`src/rtl/atomic_bank_pkg.sv`:
```
package atomic_bank_pkg;

    localparam int WIN_LSB  = 12;
    localparam int WIN_W    = 2;
    localparam int OFF_W    = 10;   // word offset bits [11:2]
    localparam int IDX_W    = 8;    // carried index width (bank <= 256 regs)
    localparam int DEC_AW   = WIN_LSB + WIN_W;

    typedef enum logic [WIN_W-1:0] {
        WIN_PLAIN = 2'd0,
        WIN_SET   = 2'd1,
        WIN_CLR   = 2'd2,
        WIN_NONE  = 2'd3
    } win_e;

    typedef struct packed {
        logic             act;     // accepted this cycle
        logic             wr;
        win_e             win;
        logic             mapped;
        logic [IDX_W-1:0] idx;
    } dec_t;

    function automatic dec_t decode_req(input logic valid, input logic ready,
                                        input logic wr,
                                        input logic [DEC_AW-1:0] addr,
                                        input int num_regs);
        dec_t             d;
        logic [OFF_W-1:0] off;
        off      = addr[WIN_LSB-1:2];
        d.act    = valid & ready;
        d.wr     = wr;
        d.win    = win_e'(addr[DEC_AW-1:WIN_LSB]);
        d.mapped = (d.win != WIN_NONE) && (int'(off) < num_regs);
        d.idx    = off[IDX_W-1:0];
        return d;
    endfunction

endpackage

```
`src/rtl/atomic_bank_port_dec.sv`:
```
module atomic_bank_port_dec
    import atomic_bank_pkg::*;
#(
    parameter int ADDR_W   = 16,
    parameter int NUM_REGS = 16
) (
    input  logic              valid,
    input  logic              ready,
    input  logic              write,
    input  logic [ADDR_W-1:0] addr,
    output dec_t              dec
);

    // Bits above the window code and the byte lanes are not decoded.
    always_comb begin
        dec = decode_req(valid, ready, write, addr[DEC_AW-1:0], NUM_REGS);
    end

endmodule

```
`src/rtl/atomic_bank_cell.sv`:
```
module atomic_bank_cell
    import atomic_bank_pkg::*;
#(
    parameter int NPORTS  = 2,
    parameter int DATA_W  = 32,
    parameter int REG_IDX = 0
) (
    input  logic                           clk,
    input  logic                           rst,
    input  dec_t                           dec   [NPORTS],
    input  logic [NPORTS-1:0][DATA_W-1:0]  wdata,
    output logic [DATA_W-1:0]              q
);

    localparam logic [IDX_W-1:0] MY_IDX = IDX_W'(REG_IDX);

    logic [DATA_W-1:0] base;
    logic [DATA_W-1:0] set_m;
    logic [DATA_W-1:0] clr_m;
    logic [DATA_W-1:0] nxt;
    logic [NPORTS-1:0] hit;
    logic [NPORTS-1:0] plain_hit;
    logic              touch;

    always_comb begin
        for (int p = 0; p < NPORTS; p++) begin
            hit[p]       = dec[p].act && dec[p].wr && dec[p].mapped &&
                           (dec[p].idx == MY_IDX);
            plain_hit[p] = hit[p] && (dec[p].win == WIN_PLAIN);
        end
        touch = |hit;
    end

    // Highest port first so the lowest index plain write ends on top;
    // masks from every port are OR-combined.
    always_comb begin
        base  = q;
        set_m = '0;
        clr_m = '0;
        for (int p = NPORTS - 1; p >= 0; p--) begin
            if (hit[p]) begin
                unique case (dec[p].win)
                    WIN_PLAIN: base  = wdata[p];
                    WIN_SET:   set_m = set_m | wdata[p];
                    WIN_CLR:   clr_m = clr_m | wdata[p];
                    default:   ;
                endcase
            end
        end
        nxt = (base | set_m) & ~clr_m;   // set first, clear last
    end

    always_ff @(posedge clk) begin
        if (rst) q <= '0;
        else     q <= nxt;
    end

    AST_CLEAR_WINS: assert property (@(posedge clk) disable iff (rst)
        (clr_m != '0) |=> ((q & $past(clr_m)) == '0));

    AST_SET_APPLIED: assert property (@(posedge clk) disable iff (rst)
        ((set_m & ~clr_m) != '0) |=>
            ((q & $past(set_m & ~clr_m)) == $past(set_m & ~clr_m)));

    AST_UNTOUCHED_HOLDS: assert property (@(posedge clk) disable iff (rst)
        !touch |=> $stable(q));

    AST_PORT0_PLAIN_WINS: assert property (@(posedge clk) disable iff (rst)
        (plain_hit[0] && set_m == '0 && clr_m == '0) |=> (q == $past(wdata[0])));

endmodule

```
`src/rtl/atomic_bank_resp.sv`:
```
module atomic_bank_resp
    import atomic_bank_pkg::*;
#(
    parameter int DATA_W = 32
) (
    input  logic              clk,
    input  logic              rst,
    input  dec_t              dec,
    input  logic [DATA_W-1:0] cur,
    output logic              rsp_valid,
    output logic              rsp_err,
    output logic [DATA_W-1:0] rsp_rdata
);

    // cur is the pre-update register value, so reads see old data.
    always_ff @(posedge clk) begin
        if (rst) begin
            rsp_valid <= 1'b0;
            rsp_err   <= 1'b0;
            rsp_rdata <= '0;
        end else begin
            rsp_valid <= dec.act;
            rsp_err   <= dec.act && !dec.mapped;
            rsp_rdata <= (dec.act && !dec.wr && dec.mapped) ? cur : '0;
        end
    end

    AST_ERR_ZERO_DATA: assert property (@(posedge clk) disable iff (rst)
        rsp_err |-> (rsp_rdata == '0));

    AST_RESP_NEXT_CYCLE: assert property (@(posedge clk) disable iff (rst)
        dec.act |=> rsp_valid);

    AST_NO_SPURIOUS_RESP: assert property (@(posedge clk) disable iff (rst)
        !dec.act |=> !rsp_valid);

endmodule

```
`src/rtl/atomic_bank.sv`:
```
module atomic_bank
    import atomic_bank_pkg::*;
#(
    parameter int NPORTS   = 2,
    parameter int NUM_REGS = 16,
    parameter int DATA_W   = 32,
    parameter int ADDR_W   = 16
) (
    input  logic                           clk,
    input  logic                           rst,
    input  logic [NPORTS-1:0]              req_valid,
    output logic [NPORTS-1:0]              req_ready,
    input  logic [NPORTS-1:0]              req_write,
    input  logic [NPORTS-1:0][ADDR_W-1:0]  req_addr,
    input  logic [NPORTS-1:0][DATA_W-1:0]  req_wdata,
    output logic [NPORTS-1:0]              rsp_valid,
    output logic [NPORTS-1:0]              rsp_err,
    output logic [NPORTS-1:0][DATA_W-1:0]  rsp_rdata
);

    localparam int REG_W = (NUM_REGS > 1) ? $clog2(NUM_REGS) : 1;

    dec_t              dec  [NPORTS];
    logic [DATA_W-1:0] regs [NUM_REGS];
    logic [DATA_W-1:0] cur  [NPORTS];

    // No back-pressure after reset; nothing accepted during reset.
    assign req_ready = {NPORTS{~rst}};

    for (genvar p = 0; p < NPORTS; p++) begin : g_port
        atomic_bank_port_dec #(
            .ADDR_W   (ADDR_W),
            .NUM_REGS (NUM_REGS)
        ) u_dec (
            .valid (req_valid[p]),
            .ready (req_ready[p]),
            .write (req_write[p]),
            .addr  (req_addr[p]),
            .dec   (dec[p])
        );

        assign cur[p] = regs[dec[p].idx[REG_W-1:0]];

        atomic_bank_resp #(
            .DATA_W (DATA_W)
        ) u_resp (
            .clk       (clk),
            .rst       (rst),
            .dec       (dec[p]),
            .cur       (cur[p]),
            .rsp_valid (rsp_valid[p]),
            .rsp_err   (rsp_err[p]),
            .rsp_rdata (rsp_rdata[p])
        );
    end

    for (genvar r = 0; r < NUM_REGS; r++) begin : g_reg
        atomic_bank_cell #(
            .NPORTS  (NPORTS),
            .DATA_W  (DATA_W),
            .REG_IDX (r)
        ) u_cell (
            .clk   (clk),
            .rst   (rst),
            .dec   (dec),
            .wdata (req_wdata),
            .q     (regs[r])
        );
    end

endmodule

```
`config.mk`:
```
export PLATFORM = sky130hd
export DESIGN_NAME = atomic_bank
export DESIGN_NICKNAME = d
export VERILOG_FILES = /design/src/rtl/atomic_bank_pkg.sv /design/src/rtl/atomic_bank_port_dec.sv /design/src/rtl/atomic_bank_cell.sv /design/src/rtl/atomic_bank_resp.sv /design/src/rtl/atomic_bank.sv
export SDC_FILE = /design/constraint.sdc
export NUM_CORES = 2
export LEC_CHECK = 0
export ABC_CLOCK_PERIOD_IN_PS = 3490
export BUFFER_PORTS_ARGS = -buffer_cell sky130_fd_sc_hd__buf_2
export CAP_MARGIN = 25
export CORE_AREA = 2 2 445 403
export CTS_CLUSTER_SIZE = 8
export DETAILED_ROUTE_END_ITERATION = 8
export DIE_AREA = 0 0 447 405
export GPL_TIMING_DRIVEN = 1
export PLACE_DENSITY = 0.6
export SLEW_MARGIN = 40
export SYNTH_ARGS = -nofsm -noshare
export SYNTH_HDL_FRONTEND = slang
export SYNTH_HIERARCHICAL = 1
export SYNTH_SLANG_ARGS = --single-unit
export TNS_END_PERCENT = 50
```
`constraint.sdc`:
```
create_clock -name clk -period 3.49 [get_ports clk]
set_input_delay 0.1745 -clock clk [delete_from_list [all_inputs] [get_ports clk]]
set_output_delay 0.1745 -clock clk [all_outputs]
set_load 0.03 [all_outputs]
```
; ---- Word-level counts from Yosys, hierarchy flattened
; Index checks and enable logic that the tools add are counted.
[classes]
order_cmp = 4
eq_ne = 36
muxes = 168
n_bitwise = 87
reduce_logical = 54
[op_table]
columns = operator, n
row1 = 32-bit two-way mux, 166
row2 = 32-bit OR, 48
row3 = 32-bit bitwise AND, 16
row4 = 32-bit inverter, 16
row5 = 32-bit binary-select mux with 4-bit select, 2
row6 = 8-bit by 4-bit equality test with 1-bit output (second input constant), 16
row7 = 8-bit by 3-bit equality test with 1-bit output (second input constant), 8
row8 = 1-bit logical AND, 44
row9 = 8-bit by 2-bit equality test with 1-bit output (second input constant), 4
row10 = 10-bit by 5-bit < comparator with 1-bit output (second input constant), 2
row11 = 8-bit by 1-bit equality test with 1-bit output (second input constant), 2
row12 = 8-bit zero test, 2
row13 = 5-bit >= comparator (second input constant), 2
row14 = 4-bit inverter with 5-bit output, 2
row15 = 2-bit by 1-bit equality test with 1-bit output (second input constant), 2
row16 = 2-bit equality test (second input constant), 2
row17 = 1-bit zero test, 4
row18 = 2-bit zero test, 2
row19 = 2-bit != test (second input constant), 2
row20 = 2-bit OR reduction, 2
row21 = 1-bit inverter, 3
row22 = 1-bit bitwise AND, 2
[word_totals]
reg_bits = 580
in_bits = 102
out_inout_bits = 70

; ---- Longest topological paths before layout
[logic_depth]
ltp_word = 11
mapped_depth = 9
mapped_depth_nobuf = 7

; ---- By module
; The synthesis kept the hierarchy.
[by_module_without_submodules]
columns = module, cells_per_inst, seq_area_each_um2, n_inst, area_each_um2
row1 = atomic_bank_cell at g_reg[10].u_cell ..., 347, 640.6, 4, 3457.1
row2 = atomic_bank, 544, 0.0, 1, 7430.9
row3 = atomic_bank_cell at g_reg[1].u_cell ..., 347, 640.6, 2, 3673.5
row4 = atomic_bank_cell at g_reg[13].u_cell ..., 347, 640.6, 2, 3427.0
row5 = atomic_bank_cell at g_reg[11].u_cell ..., 372, 640.6, 2, 3007.9
row6 = atomic_bank_cell at g_reg[4].u_cell ..., 270, 640.6, 2, 2189.6
row7 = atomic_bank_cell at g_reg[3].u_cell, 347, 640.6, 1, 3677.3
row8 = atomic_bank_cell at g_reg[12].u_cell, 347, 640.6, 1, 3480.8
row9 = atomic_bank_cell at g_reg[15].u_cell, 347, 640.6, 1, 3412.0
row10 = atomic_bank_cell at g_reg[0].u_cell, 350, 640.6, 1, 2944.1
row11 = atomic_bank_resp, 72, 680.7, 2, 952.2
row12 = atomic_bank_port_dec, 14, 0.0, 2, 111.4

; ---- Worst setup path after synthesis
; Ideal clock, no wire load.
[synth_timing]
path_type = input-to-reg
startpoint = input req_addr[10] (netlist name)
endpoint = register g_reg[10].u_cell.q[21]
t_arrival_ns = 3.483
path_slack_ns = -0.124
path_stages = 8
setup_time_ns = 0.131
n_path_buf = 2
cell_sequence = or4_1 -> a2111oi_2 -> nand4b_1 -> or4b_1 -> clkbuf_1 -> clkbuf_8 -> a221oi_1 -> a211oi_2
[synth_rtl]
columns = element, line
row1 = start: declaration, atomic_bank.sv:14  ; input logic [NPORTS-1:0][ADDR_W-1:0] req_addr,
row2 = end signal: assignment, atomic_bank_cell.sv:55  ; else q <= nxt;
row3 = end: declaration, atomic_bank_cell.sv:12  ; output logic [DATA_W-1:0] q

==> impl_metrics.py <==
metrics = {
    "clocking": {
        "number_of_sinks_driven_by_the_clock_tree": 580,
        "cts.repair_timing.setup_buffer_count": 0,
        "cts_buffer_depth": 3,
        "clock_latency_ns": 0.72,
        "cts-root-buf": "sky130_fd_sc_hd__clkbuf_16",
        "h-tree-depth": 3,
        "cts_tree": "done",
        "clk_pin_slew_ns": 0.06,
        "post_cts_resized": 0,
        "cts_buffers": 87,
        "ctsHoldBuffers": 10,
    },
    "setup_path": {
        "critPathCaptureType": "flop",
        "arrival_ns": 3.79,
        "crit_slowest_cell": "sky130_fd_sc_hd__or4b_2",
        "crit_path_max_fanout": 32,
        "crit_type": "input port to flop",
        "worstPathCellList": "buf_2 > or4_1 > a2111oi_4 > dlygate4sd3_1 > buf_4 > or4b_4 > or4b_2 > buf_12 > mux2i_1 > o21ai_0 > and3_1",
        "critical_path.startpoint_type": "input port",
        "critical_path.max_stage_delay_ns": 0.69,
        "worstPathRequired_ns": 4.08,
    },
    "yosys": {
        "synth.avg_cell_area_sq_um": 9.97,
        "count_of_cell_types_in_the_netlist": 72,
        "synthesis.nets": 6269,
        "synth-edff-count": 0,
        "synth_area_in_adders_pct": 0,
        "post_synth_instance_area_sq_um": 61500,
        "synth_top_family_by_area": "compound AO/OA/AOI/OAI gates",
        "synth-async-reset-ratio_pct": 0,
        "synth_xor_xnor_area_share_pct": 0,
        "synthesis.yosys.warnings": 6,
        "synth_mux_area_share_pct": 16.7,
        "seq_area_frac_synth_pct": 18.9,
        "yosys.area_share.simple_pct": 22.6,
        "post_synthesis_register_bit_count": 580,
        "synth_compound_gate_area_share_pct": 32.2,
        "synth_flop_cell": "sky130_fd_sc_hd__dfxtp_1",
        "post_synth_inst_count": 6167,
    },
    "pwr": {
        "irDropWorstVdd_mv": 0.338,
        "p_per_area_nw_per_um2": 262,
        "design_power_total_mw": 17.3,
        "leakagePower_nw": 23.5,
    },
    "floorplanning": {
        "floorplan.core_area_sq_um": 177000,
        "start_util_pct": 34.8,
        "chipHeight_um": 405,
        "dieArea_sq_um": 181000,
        "die_width_um": 447,
        "row_count": 147,
        "pin_count": 172,
    },
    "timing": {
        "post_route_hold_slack_ns": 0.0149,
        "post-route-period-util_pct": 91.7,
        "setup_violations": 0,
        "final.min_clock_period_ns": 3.20,
        "timing_worst_slew_pin_value_ns": 0.927,
        "timing.final.ws_setup_ns": 0.289,
        "grt_setup_unrepaired": "no",
        "max_clock_freq_ghz": 0.312,
        "timing.clock.skew_ns": 0.0316,
        "slew_headroom_pct": 38.2,
        "final.setup.tns_ns": 0,
        "report.final.hold_viol_count": 0,
        "report.final.slew_viol_count": 0,
    },
    "layout": {
        "layout.nets": 6022,
        "flow.area_growth_from_synthesis_pct": 7.24,
        "share_of_layout_cells_above_drive_strength_1_pct": 35.2,
    },
    "global_route": {
        "grt_overflow_total": 0,
        "grt_first_pass_wirelength_mm": 370,
        "initial_antenna_violation_count": 9,
        "met2_usage_pct": 40.9,
        "gr-usage-met3_pct": 6.56,
        "busiest_layer": "met2",
        "pin_count_of_the_biggest_net_entering_global_routing": 144,
        "grt_use_met1_pct": 35.4,
        "global_route_total_usage_across_every_layer_pct": 26.3,
        "vias_in_the_first_global_route": 55300,
    },
    "run_status": {
        "status": "finished, final reports clean",
    },
    "routing": {
        "post_dr_wirelength_cell_um": 30.0,
        "drt_first_pass_iters": 7,
        "antenna_left": 0,
        "first_iter_violations": 8065,
        "vias": 58800,
        "finalWirelength_mm": 250,
        "drc_errors": 0,
        "vias_per_cell": 7.05,
    },
    "placed_design": {
        "gp_congestion": 0.909,
        "place.detailed.hpwl_mm": 162,
        "placement.io_buffers": 163,
        "pre_cts_ws_ns": 0.110,
    },
    "job": {
        "maxCapViolations": 0,
    },
    "min_path": {
        "hp-class": "input port to flop",
    },
}
==> worst max-delay path, delay by kind of cell <==
| kind | cells | cell delay, ns |
|---|---|---|
| mux | 1 | 0.19 |
| buf+inv | 4 | 1.04 |
| simple gates | 4 | 1.90 |
| compound gates | 2 | 0.43 |
==> layer usage <==
layer | routed length (um) | part of all wire [%]
met5 | 51 | 0.020
met4 | 8530 | 3.4
met3 | 28800 | 12
met2 | 113000 | 45
met1 | 100000 | 40
==> final cells by class <==
type,instances,area (sq um)
Antenna cell,5,12.5
Clock buffer,108,2300
Clock inverter,10,166
Fill cell,17600,111000
Inverter,35,131
Multi-Input combinational cell,4792,44600
Sequential cell,580,11600
Tap cell,2384,2980
Timing Repair Buffer,424,4190
==> state kept, by name, indices dropped and copies added, names as in the netlist <==
name / cells
g_port.u_resp/rsp_rdata: 64
g.u_cell/q: 512
g_port.u_resp/rsp_valid: 2
g_port.u_resp/rsp_err: 2
==> cell families after synthesis <==
| kind of cell | after synthesis |
|---|---|
| compound gates | 2084 |
| simple gates | 2004 |
| buf+inv | 795 |
| mux | 704 |
| flops | 580 |
==> worst paths after layout <==
| check | start | cells after the start | to | slack, ns |
|---|---|---|---|---|
| worst min-delay path | req_wdata[38] | 3 | g_reg[8].u_cell/q[6] | 0.01 |
| worst max register to register | g_reg[12].u_cell/q[0] | 4 | g_port[0].u_resp/rsp_rdata[0] | 1.48 |
| worst max-delay path | req_addr[26] | 11 | g_reg[8].u_cell/q[30] | 0.29 |
| worst min register to register | g_reg[15].u_cell/q[0] | 2 | g_reg[15].u_cell/q[0] | 0.57 |
==> power by group <==
part	switching, mW	internal, mW	total (mW)
clock network	3.63	4.72	8.35
registers	0.000915	6.63	6.63
logic	1.64	0.686	2.32
==> Yosys cell counts (62+ instances only) <==
cell | count | area (sq um)
sky130_fd_sc_hd__and3_1 | 335 | 2100
sky130_fd_sc_hd__buf_6 | 70 | 788
sky130_fd_sc_hd__nand2_1 | 162 | 608
sky130_fd_sc_hd__clkbuf_1 | 334 | 1250
sky130_fd_sc_hd__o21ai_0 | 62 | 310
sky130_fd_sc_hd__and3_2 | 179 | 1340
sky130_fd_sc_hd__a22oi_1 | 480 | 3600
sky130_fd_sc_hd__and2_1 | 425 | 2660
sky130_fd_sc_hd__mux4_2 | 256 | 5770
sky130_fd_sc_hd__nand2b_1 | 112 | 701
sky130_fd_sc_hd__a221o_2 | 151 | 1700
sky130_fd_sc_hd__and2_2 | 379 | 2850
sky130_fd_sc_hd__clkbuf_8 | 196 | 2700
sky130_fd_sc_hd__a32oi_1 | 64 | 561
sky130_fd_sc_hd__a221o_1 | 265 | 2650
sky130_fd_sc_hd__a31oi_1 | 64 | 400
sky130_fd_sc_hd__buf_2 | 62 | 310
sky130_fd_sc_hd__a211oi_1 | 86 | 646
sky130_fd_sc_hd__a221oi_1 | 342 | 3000
sky130_fd_sc_hd__dfxtp_1 | 580 | 11600
sky130_fd_sc_hd__a211oi_2 | 330 | 4130
sky130_fd_sc_hd__a221oi_2 | 99 | 1490
sky130_fd_sc_hd__mux2i_1 | 416 | 4160
==> cells in the final DEF (no fill, tap or decap), types with 86 or more instances in the layout <==
| cell type | n |
|---|---|
| sky130_fd_sc_hd__mux2i_1 | 416 |
| sky130_fd_sc_hd__buf_12 | 92 |
| sky130_fd_sc_hd__buf_2 | 129 |
| sky130_fd_sc_hd__and2_1 | 424 |
| sky130_fd_sc_hd__a22oi_1 | 480 |
| sky130_fd_sc_hd__and3_2 | 179 |
| sky130_fd_sc_hd__a221oi_2 | 99 |
| sky130_fd_sc_hd__a211oi_2 | 330 |
| sky130_fd_sc_hd__and2_2 | 380 |
| sky130_fd_sc_hd__a221o_2 | 151 |
| sky130_fd_sc_hd__and3_1 | 335 |
| sky130_fd_sc_hd__a221oi_1 | 342 |
| sky130_fd_sc_hd__a221o_1 | 265 |
| sky130_fd_sc_hd__clkbuf_16 | 87 |
| sky130_fd_sc_hd__nand2b_1 | 112 |
| sky130_fd_sc_hd__nand2_1 | 162 |
| sky130_fd_sc_hd__dfxtp_1 | 580 |
| sky130_fd_sc_hd__a211oi_1 | 86 |
| sky130_fd_sc_hd__buf_4 | 181 |
| sky130_fd_sc_hd__mux4_2 | 256 |
==> through the flow <==
step / utilization (%) / cell area, sq um / cells
4_1_cts: 37.2 / 65700 / 8327
2_1_floorplan: - / 61500 / 6167
3_5_place_dp: 35.7 / 63200 / 8199
3_3_place_gp: 35.6 / 63100 / 8196
6_report: 37.3 / 65900 / 8338
5_1_grt: 37.3 / 65900 / 8334
Power figures use the tool's default switching activity.
